**src/rtl/eep_prog_pkg.sv**
```systemverilog
package eep_prog_pkg;

  typedef enum logic [1:0] {
    OP_ERASE_WORD = 2'b00,
    OP_WRITE_WORD = 2'b01,
    OP_ERASE_ALL  = 2'b10,
    OP_WRITE_ALL  = 2'b11
  } eep_op_e;

  typedef enum logic [1:0] {
    PH_IDLE  = 2'b00,
    PH_ERASE = 2'b01,
    PH_PROG  = 2'b10
  } eep_phase_e;

  function automatic logic op_has_prog(eep_op_e op);
    return (op == OP_WRITE_WORD) || (op == OP_WRITE_ALL);
  endfunction

  function automatic logic op_is_bulk(eep_op_e op);
    return (op == OP_ERASE_ALL) || (op == OP_WRITE_ALL);
  endfunction

endpackage

```
**src/rtl/eep_phase_timer.sv**
```systemverilog
module eep_phase_timer #(
  parameter int unsigned CNT_W = 8
) (
  input  logic             clk_i,
  input  logic             rst_ni,
  input  logic             load_i,
  input  logic [CNT_W-1:0] len_i,
  output logic             done_o
);

  logic [CNT_W-1:0] cnt_q;

  always_ff @(posedge clk_i or negedge rst_ni) begin
    if (!rst_ni)              cnt_q <= '0;
    else if (load_i)          cnt_q <= len_i;
    else if (cnt_q != '0)     cnt_q <= cnt_q - CNT_W'(1);
  end

  // last cycle of the phase
  assign done_o = (cnt_q == CNT_W'(1));

endmodule

```
**src/rtl/eep_word_array.sv**
```systemverilog
module eep_word_array #(
  parameter int unsigned AW = 6,
  parameter int unsigned DW = 16
) (
  input  logic          clk_i,
  input  logic          rst_ni,
  input  logic          we_i,
  input  logic          all_i,
  input  logic [AW-1:0] waddr_i,
  input  logic [DW-1:0] wdata_i,
  input  logic [AW-1:0] raddr_i,
  output logic [DW-1:0] rdata_o
);

  localparam int unsigned DEPTH = 1 << AW;

  logic [DW-1:0] mem_q [DEPTH];

  for (genvar i = 0; i < DEPTH; i++) begin : g_word
    logic sel;
    assign sel = we_i && (all_i || (waddr_i == AW'(i)));
    always_ff @(posedge clk_i or negedge rst_ni) begin
      if (!rst_ni)  mem_q[i] <= '1;
      else if (sel) mem_q[i] <= wdata_i;
    end
  end

  assign rdata_o = mem_q[raddr_i];

endmodule

```
**src/rtl/eep_seq_fsm.sv**
```systemverilog
module eep_seq_fsm
  import eep_prog_pkg::*;
#(
  parameter int unsigned AW             = 6,
  parameter int unsigned DW             = 16,
  parameter int unsigned CNT_W          = 8,
  parameter int unsigned ERW_LEN        = 4,
  parameter int unsigned WRW_ERASE_LEN  = 2,
  parameter int unsigned WRW_PROG_LEN   = 2,
  parameter int unsigned ERAL_LEN       = 6,
  parameter int unsigned WRAL_ERASE_LEN = 4,
  parameter int unsigned WRAL_PROG_LEN  = 4
) (
  input  logic             clk_i,
  input  logic             rst_ni,
  input  logic             cmd_valid_i,
  input  eep_op_e          cmd_op_i,
  input  logic [AW-1:0]    cmd_addr_i,
  input  logic [DW-1:0]    cmd_data_i,
  input  logic             phase_done_i,
  output logic             tmr_load_o,
  output logic [CNT_W-1:0] tmr_len_o,
  output logic             arr_we_o,
  output logic             arr_all_o,
  output logic [AW-1:0]    arr_addr_o,
  output logic [DW-1:0]    arr_wdata_o,
  output logic             busy_o,
  output eep_op_e          op_o
);

  eep_phase_e    ph_q, ph_d;
  eep_op_e       op_q;
  logic [AW-1:0] addr_q;
  logic [DW-1:0] data_q;
  logic          accept, erase_end, prog_end;

  function automatic logic [CNT_W-1:0] first_len(eep_op_e op);
    case (op)
      OP_ERASE_WORD: return CNT_W'(ERW_LEN);
      OP_WRITE_WORD: return CNT_W'(WRW_ERASE_LEN);
      OP_ERASE_ALL:  return CNT_W'(ERAL_LEN);
      default:       return CNT_W'(WRAL_ERASE_LEN);
    endcase
  endfunction

  function automatic logic [CNT_W-1:0] second_len(eep_op_e op);
    return (op == OP_WRITE_ALL) ? CNT_W'(WRAL_PROG_LEN) : CNT_W'(WRW_PROG_LEN);
  endfunction

  assign accept    = cmd_valid_i && (ph_q == PH_IDLE);
  assign erase_end = (ph_q == PH_ERASE) && phase_done_i;
  assign prog_end  = (ph_q == PH_PROG) && phase_done_i;

  always_comb begin
    ph_d = ph_q;
    if (accept)         ph_d = PH_ERASE;
    else if (erase_end) ph_d = op_has_prog(op_q) ? PH_PROG : PH_IDLE;
    else if (prog_end)  ph_d = PH_IDLE;
  end

  always_ff @(posedge clk_i or negedge rst_ni) begin
    if (!rst_ni) begin
      ph_q   <= PH_IDLE;
      op_q   <= OP_ERASE_WORD;
      addr_q <= '0;
      data_q <= '0;
    end else begin
      ph_q <= ph_d;
      if (accept) begin
        op_q   <= cmd_op_i;
        addr_q <= cmd_addr_i;
        data_q <= cmd_data_i;
      end
    end
  end

  assign tmr_load_o  = accept || (erase_end && op_has_prog(op_q));
  assign tmr_len_o   = accept ? first_len(cmd_op_i) : second_len(op_q);

  assign arr_we_o    = erase_end || prog_end;
  assign arr_all_o   = op_is_bulk(op_q);
  assign arr_addr_o  = addr_q;
  assign arr_wdata_o = (ph_q == PH_PROG) ? data_q : '1;

  assign busy_o      = (ph_q != PH_IDLE);
  assign op_o        = op_q;

endmodule

```
**src/rtl/eep_prog_seq.sv**
```systemverilog
module eep_prog_seq
  import eep_prog_pkg::*;
#(
  parameter int unsigned AW     = 6,
  parameter int unsigned DW     = 16,
  parameter int unsigned T_WORD = 100000,
  parameter int unsigned T_ERAL = 300000,
  parameter int unsigned T_WRAL = 750000
) (
  input  logic          clk_i,
  input  logic          rst_ni,
  input  logic          cmd_valid_i,
  input  logic [1:0]    cmd_op_i,
  input  logic [AW-1:0] cmd_addr_i,
  input  logic [DW-1:0] cmd_data_i,
  input  logic [AW-1:0] rd_addr_i,
  output logic [DW-1:0] rd_data_o,
  output logic          busy_o,
  output logic          standby_o,
  output logic          upd_o
);

  localparam int unsigned W_HALF = T_WORD / 2;
  localparam int unsigned W_REST = T_WORD - W_HALF;
  localparam int unsigned A_HALF = T_WRAL / 2;
  localparam int unsigned A_REST = T_WRAL - A_HALF;
  localparam int unsigned T_MAX  = (T_WORD > T_ERAL) ?
                                   ((T_WORD > T_WRAL) ? T_WORD : T_WRAL) :
                                   ((T_ERAL > T_WRAL) ? T_ERAL : T_WRAL);
  localparam int unsigned CNT_W  = $clog2(T_MAX + 1);

  logic             tmr_load, tmr_done;
  logic [CNT_W-1:0] tmr_len;
  logic             arr_we, arr_all;
  logic [AW-1:0]    arr_addr;
  logic [DW-1:0]    arr_wdata;
  logic             busy;
  eep_op_e          op_cur;
  logic [1:0]       op_q;

  eep_seq_fsm #(
    .AW(AW), .DW(DW), .CNT_W(CNT_W),
    .ERW_LEN(T_WORD), .WRW_ERASE_LEN(W_HALF), .WRW_PROG_LEN(W_REST),
    .ERAL_LEN(T_ERAL), .WRAL_ERASE_LEN(A_HALF), .WRAL_PROG_LEN(A_REST)
  ) u_fsm (
    .clk_i        (clk_i),
    .rst_ni       (rst_ni),
    .cmd_valid_i  (cmd_valid_i),
    .cmd_op_i     (eep_op_e'(cmd_op_i)),
    .cmd_addr_i   (cmd_addr_i),
    .cmd_data_i   (cmd_data_i),
    .phase_done_i (tmr_done),
    .tmr_load_o   (tmr_load),
    .tmr_len_o    (tmr_len),
    .arr_we_o     (arr_we),
    .arr_all_o    (arr_all),
    .arr_addr_o   (arr_addr),
    .arr_wdata_o  (arr_wdata),
    .busy_o       (busy),
    .op_o         (op_cur)
  );

  eep_phase_timer #(.CNT_W(CNT_W)) u_tmr (
    .clk_i  (clk_i),
    .rst_ni (rst_ni),
    .load_i (tmr_load),
    .len_i  (tmr_len),
    .done_o (tmr_done)
  );

  eep_word_array #(.AW(AW), .DW(DW)) u_arr (
    .clk_i   (clk_i),
    .rst_ni  (rst_ni),
    .we_i    (arr_we),
    .all_i   (arr_all),
    .waddr_i (arr_addr),
    .wdata_i (arr_wdata),
    .raddr_i (rd_addr_i),
    .rdata_o (rd_data_o)
  );

  assign op_q      = op_cur;
  assign busy_o    = busy;
  assign standby_o = !busy;
  assign upd_o     = arr_we;

endmodule

```
**config.mk**
```make
export PLATFORM = sky130hd
export DESIGN_NAME = eep_prog_seq
export DESIGN_NICKNAME = d
export VERILOG_FILES = /design/src/rtl/eep_prog_pkg.sv /design/src/rtl/eep_phase_timer.sv /design/src/rtl/eep_word_array.sv /design/src/rtl/eep_seq_fsm.sv /design/src/rtl/eep_prog_seq.sv
export SDC_FILE = /design/constraint.sdc
export NUM_CORES = 2
export LEC_CHECK = 0
export BUFFER_PORTS_ARGS = -buffer_cell sky130_fd_sc_hd__clkbuf_2
export CORE_AREA = 8 8 334 336
export CTS_CLUSTER_SIZE = 40
export DETAILED_ROUTE_END_ITERATION = 6
export DIE_AREA = 0 0 342 344
export PLACE_DENSITY = 0.67
export SLEW_MARGIN = 25
export SYNTH_ARGS = -nofsm -noshare
export SYNTH_HDL_FRONTEND = slang
export SYNTH_HIERARCHICAL = 1
export SYNTH_SLANG_ARGS = --single-unit
```
**constraint.sdc**
```tcl
create_clock -name clk_i -period 4.3 [get_ports clk_i]
set_input_delay 0.43 -clock clk_i [delete_from_list [all_inputs] [get_ports clk_i]]
set_output_delay 0.43 -clock clk_i [all_outputs]
set_load 0.02 [all_outputs]
```
* After elaboration in Yosys (flattened, before gate mapping)
Index checks and enable logic that the tools add are counted.
Storage, ports and cells: ROM bits 0, bits in registers 1070, bits in writable memories 0, output and inout bits 19, memories kept 0, input bits 33, word-level logic and storage cells 300, bits in latches 0
Cells by class: shifts and indexed selects 0, add/sub/neg operators 1, magnitude comparators 1, div/mod/pow operators 0, bitwise operators 1, $mul 0, reduce and logical (&&, ||, !) cells 144, multiplexer cells 13, equal/unequal tests 71
Operator list (count):
- == test 6 bit (second input constant) | 32
- binary-select mux 16 bit (select 6 bit) | 1
- == test 6 x 5 -> 1 bit (second input constant) | 16
- logical AND 1 bit | 68
- logical OR 1 bit | 68
- 2-to-1 mux 20 bit | 3
- case mux 19 bit (3 select lines) | 1
- == test 6 x 4 -> 1 bit (second input constant) | 8
- 2-to-1 mux 16 bit | 3
- == test 6 x 3 -> 1 bit (second input constant) | 4
- == test 20 x 1 -> 1 bit (second input constant) | 1
- nonzero test 20 bit | 1
- subtractor 20 x 1 -> 20 bit (second input constant) | 1
- 2-to-1 mux 19 bit | 1
- == test 6 x 2 -> 1 bit (second input constant) | 2
- == test 2 bit (second input constant) | 4
- 2-to-1 mux 2 bit | 4
- greater-or-equal comparator 7 bit (second input constant) | 1
- NOT 6 -> 7 bit | 1
- == test 2 x 1 -> 1 bit (second input constant) | 3
- == test 6 x 1 -> 1 bit (second input constant) | 1
- logical NOT 6 bit | 1
- logical NOT 2 bit | 2
- nonzero test 2 bit | 2
- 2 further kinds | 2

* Depth between registers and ports, before layout
depth after elaboration 5, mapped depth 11, gate-level depth less buffers 10

* By module
The synthesis kept the hierarchy.
Modules (own cells, without submodules):
- eep_word_array | cells an instance 3093, sequential area each 26905.8 um^2, area an instance 48725.5 um^2, times used 1
- eep_seq_fsm | cells an instance 119, sequential area each 650.6 um^2, area an instance 1455.1 um^2, times used 1
- eep_phase_timer | cells an instance 152, sequential area each 500.5 um^2, area an instance 1376.3 um^2, times used 1
- eep_prog_seq | cells an instance 1, sequential area each 0.0 um^2, area an instance 3.8 um^2, times used 1

* Worst setup path before layout
OpenSTA, ideal clock, no wires.
path type flip-flop to flip-flop, start point register u_tmr.cnt_q[8], end point register u_arr/mem_q[773] (netlist name), data required time 4.218 ns, path buffers 5, data arrival time 3.160 ns, cell stages (with the launch flop) 12, slack 1.058 ns, clock period less this slack 3.242 ns, library setup time 0.082 ns, cell sequence dfrtp_1 nor4_4 nand4_1 buf_4 nor3_1 o21a_1 clkbuf_1 buf_2 buf_2 o21ai_1 buf_2 mux2_2
On the way: longest elaborated chain between the ends 4, elaborated cells between the ends (all ways) 5, those cells by class 1 x eq/ne; 4 x reduce/logical
RTL lines:
- from (decl) | line eep_phase_timer.sv:11 | logic [CNT_W-1:0] cnt_q;
- from (signal assigned) | line eep_phase_timer.sv:15 | else if (load_i) cnt_q <= len_i;
- from (signal assigned) | line eep_phase_timer.sv:16 | else if (cnt_q != '0) cnt_q <= cnt_q - CNT_W'(1);
- == test 20 x 1 -> 1 bit (*) | line eep_phase_timer.sv:20 | assign done_o = (cnt_q == CNT_W'(1));
- via tmr_done | line eep_prog_seq.sv:32 | logic tmr_load, tmr_done;
- logical AND 1 bit (on tied branches) | line eep_seq_fsm.sv:51, eep_seq_fsm.sv:52
- logical OR 1 bit (*) | line eep_seq_fsm.sv:80 | assign arr_we_o = erase_end || prog_end;
- via upd_o | line eep_prog_seq.sv:20 | output logic upd_o
- logical AND 1 bit (*) | line eep_word_array.sv:21 | assign sel = we_i && (all_i || (waddr_i == AW'(i)));
- to (signal, indexed assignment) | line eep_word_array.sv:24 | else if (sel) mem_q[i] <= wdata_i;
- to (decl) | line eep_word_array.sv:17 | logic [DW-1:0] mem_q [DEPTH];
The timed path passes the listed nets; every way through them passes the cells marked *. A chain may end at the register's enable or synchronous reset.

* Worst setup path after layout
start point input port rd_addr_i[1], end point output port rd_data_o[2]
On the way: longest elaborated chain between the ends 4
RTL lines:
- from (decl) | line eep_prog_seq.sv:16 | input logic [AW-1:0] rd_addr_i,
- NOT 6 -> 7 bit (not written as such) | line eep_word_array.sv:28 | assign rdata_o = mem_q[raddr_i];
- binary-select mux 16 bit (select 6 bit) | line eep_word_array.sv:28
- 2-to-1 mux 16 bit (not written as such) (2 in series) | line eep_word_array.sv:28
- to (decl) | line eep_prog_seq.sv:17 | output logic [DW-1:0] rd_data_o,
Every way passes these cells. The select of a mux whose other input is x is not followed.

==> run_results.csv <==
group,metric,value,unit
cts,cts_inserted_buffers,113,
synthesis,synthArstFlopShare,100,%
placement,placed_area,53400,um^2
die,start_util,48.5,%
critical_path,cp.required,3870,ps
cells_and_area,seqCellArea,28100,um^2
timing,finalSetupTns,0,ps
global_routing,grt_usage,22.7,%
synthesis,synth.top_cell.area_share,52.2,%
die,rows,120,
routing,wl,133000,um
cts,htreeDepth,3,
critical_path,crit_top_cell,"buf_4",
global_routing,gr-total-overflow,0,
cells_and_area,syn2layout_area_growth,11.6,%
timing,fin_skew,24.7,ps
routing,wl_per_cell,27.4,um
global_routing,grt_first_pass_wirelength,204000,um
critical_path,cp_max_fo,56,
routing,remaining_drc_errors,0,
cts,cts_hold_buf,23,
placement,gp_congestion,0.860,
critical_path,critPathSlowestCell,"o2111ai_1",
cells_and_area,multiInputGateArea,21900,um^2
cells_and_area,stdcell_count,4858,
die,dieArea,118000,um^2
power,ir_drop,0.297,mV
die,die_w,342,um
outcome,status,"finished, final reports clean",
synthesis,synth.cell_area,51600,um^2
routing,drtPass1Iterations,5,
synthesis,yosysTopAreaCell,"dfstp_2",
critical_path,cp-end-kind,"output pin",
synthesis,syn_inst,3365,
placement,pre_cts_ws,454,ps
cts,cts_buffer_depth,3,
flow_run,maxCapViolations,0,
critical_path,path_class,"input pin to output pin",
synthesis,synth-main-ff-cell,"dfstp_2",
synthesis,yosysSeqAreaShare,54.4,%
critical_path,max_stage_delay,620,ps
synthesis,synth_edf_count,0,
placement,dp.cells,4619,
synthesis,synth.distinct_cells,70,
synthesis,synth_common_cells,"1093 x mux2_2, 1024 x dfstp_2, 240 x mux4_2, 141 x buf_2, 124 x clkbuf_1",
cts,clock_sinks,1070,
cts,postCtsSetupRepairBufs,0,
cells_and_area,design_area,57600,um^2
placement,port-buffer-count,51,
die,fp.dieH,344,um
critical_path,worstPathArrival,3360,ps
timing,timing.final.ws_setup,513,ps
timing,finalSetupViolCount,0,
cts,clock_latency,690,ps
timing,rsz0062_at_grt,"false",
synthesis,yosysMostFrequentCell,"mux2_2",
die,core_area,106000,um^2
global_routing,grt_pass1_vias,32200,
cells_and_area,fin_util,54.2,%
placement,dpl.hpwl,83100,um
cells_and_area,final_layout_size_suffix_gt1_share,82.0,%
cts,root_buffer,"clkbuf_16",
synthesis,ys_ff_latch,1070,
global_routing,grt_max_degree,142,
timing,finalHoldViolCount,0,
routing,ant_nets,0,
timing,fmax,0.264,GHz
routing,via_per_inst,6.04,
cells_and_area,final_net_count,3396,
timing,drv_slew,0,
synthesis,postSynthAreaPerCell,15.3,um^2
critical_path,startpoint_type,"input pin",
timing,tightestPinTransition,1060,ps
power,power.density,373,nW/um^2
timing,fin_crit_sh,88.1,%
routing,vias,29400,
synthesis,synthTopCellsByArea,"dfstp_2 52%, mux2_2 24%, mux4_2 10%, dfrtp_1 2.2%, buf_2 1.4%",
worst_hold_path,min-delay-path-class,"input pin to flip-flop",
power,leakage,23.4,nW
cts,clk_pin_slew,60,ps
die,io_pins,52,
timing,relSlewSlack,29.1,%
timing,fin_crit,3790,ps
critical_path,path_cells,"buf_8, buf_4, mux4_2, mux2i_1, o2111ai_1, nand2_1, nor3_1, buf_4, clkbuf_2",
routing,first_iter_violations,2165,
critical_path,ff2ff_setup_slack,810,ps
global_routing,antenna_found_initial,7,
cts,cts_tree,"built",
cts,cts_resized,0,
synthesis,yosys_warnings,6,
cells_and_area,fill_cells,8460,
## layer usage
metal  track usage [%]  up-vias  share of wire (%)
li1                  -    12300                  -
met1              30.0    16100                 43
met2              38.4      699                 50
met3              3.47      239                4.3
met4              7.38        6                3.4
met5                 0        -              0.030
## stage by stage
| stage | hold WS, ps | power (mW) |
|---|---|---|
| after floorplan | 134 | 10.9 |
| after global placement | 482 | 11.4 |
| after detailed placement | 489 | 11.4 |
| after CTS | 12.9 | 21.8 |
| after global routing | 39.3 | 22.2 |
| final | 49.3 | 21.5 |
## worst paths after layout
| check | from | end | cells after the start |
|---|---|---|---|
| max | rd_addr_i[1] | rd_data_o[2] | 9 |
| min | cmd_op_i[1] | u_fsm/op_o[1]$_DFFE_PN0P_ | 2 |
| max reg2reg | u_tmr/cnt_q[8]$_DFFE_PN0P_ | u_arr/mem_q[627]$_DFFE_PN1P_ | 9 |
| min reg2reg | u_fsm/data_q[9]$_DFFE_PN0P_ | u_fsm/data_q[9]$_DFFE_PN0P_ | 1 |
| max in group asynchronous | rst_ni | u_arr/mem_q[943]$_DFFE_PN1P_ | 3 |
| min in group asynchronous | rst_ni | u_fsm/arr_addr_o[5]$_DFFE_PN0P_ | 2 |
## cell families (layout without fill, tap and decap cells)
logic type	after synthesis	count (layout)	synth area share [%]
flops	1070	1070	54.4
compound gates	222	222	3.09
mux	1386	1386	35.4
other cells	2	10	0.0146
fa+ha+maj	9	9	0.218
simple gates	306	306	3.23
xor+xnor	7	7	0.119
buf+inv	363	445	3.49
## critical path: cells and delay by family
family	cells	cell delay, ps
and+or+nand+nor	2	590
muxes	2	410
buffers and inverters	4	1290
AOI/OAI and AO/OA	1	620
## final cells by class
cell class / count / area share, %
well taps: 1403 / 3.05
flip-flops and latches: 1070 / 48.7
repair buffers: 222 / 3.23
diodes: 4 / 0.0174
clock inverters: 46 / 0.980
multi-input cells: 1936 / 38.0
inverters: 11 / 0.0717
clock buffers: 166 / 5.89
## power by group
part / switching, mW / internal, mW / total (mW)
Sequential: 0.0968 / 10.2 / 10.3
Combinational: 0.673 / 0.337 / 1.01
Clock: 4.01 / 6.17 / 10.2
## flip-flops by register name, indices dropped and copies added (netlist names)
name,cells
u_arr/mem_q,1024
u_fsm/arr_addr_o,6
u_fsm/data_q,16
u_fsm/op_o,2
u_fsm/ph_q,2
u_tmr/cnt_q,20
## cell usage in the layout (no fill, tap or decap), types with 11 or more instances in the layout
| master | count |
|---|---|
| dfrtp_1 | 45 |
| nand3_1 | 14 |
| buf_12 | 18 |
| clkinv_2 | 26 |
| a221o_1 | 14 |
| a22oi_1 | 23 |
| clkbuf_1 | 22 |
| nor2_1 | 66 |
| nand2b_2 | 12 |
| buf_4 | 130 |
| a21oi_1 | 70 |
| clkbuf_16 | 118 |
| nor2b_1 | 42 |
| mux2i_1 | 49 |
| dlygate4sd3_1 | 23 |
| mux2_2 | 1093 |
| mux4_2 | 240 |
| clkbuf_2 | 46 |
| nand2b_1 | 11 |
| nor3_1 | 38 |
| o22ai_1 | 16 |
| o2111ai_1 | 11 |
| clkbuf_8 | 26 |
| nor2b_2 | 12 |
| nand2_1 | 52 |
| o21ai_0 | 12 |
| bufinv_16 | 12 |
| dfstp_2 | 1024 |
(Power assumes the default switching activity.)
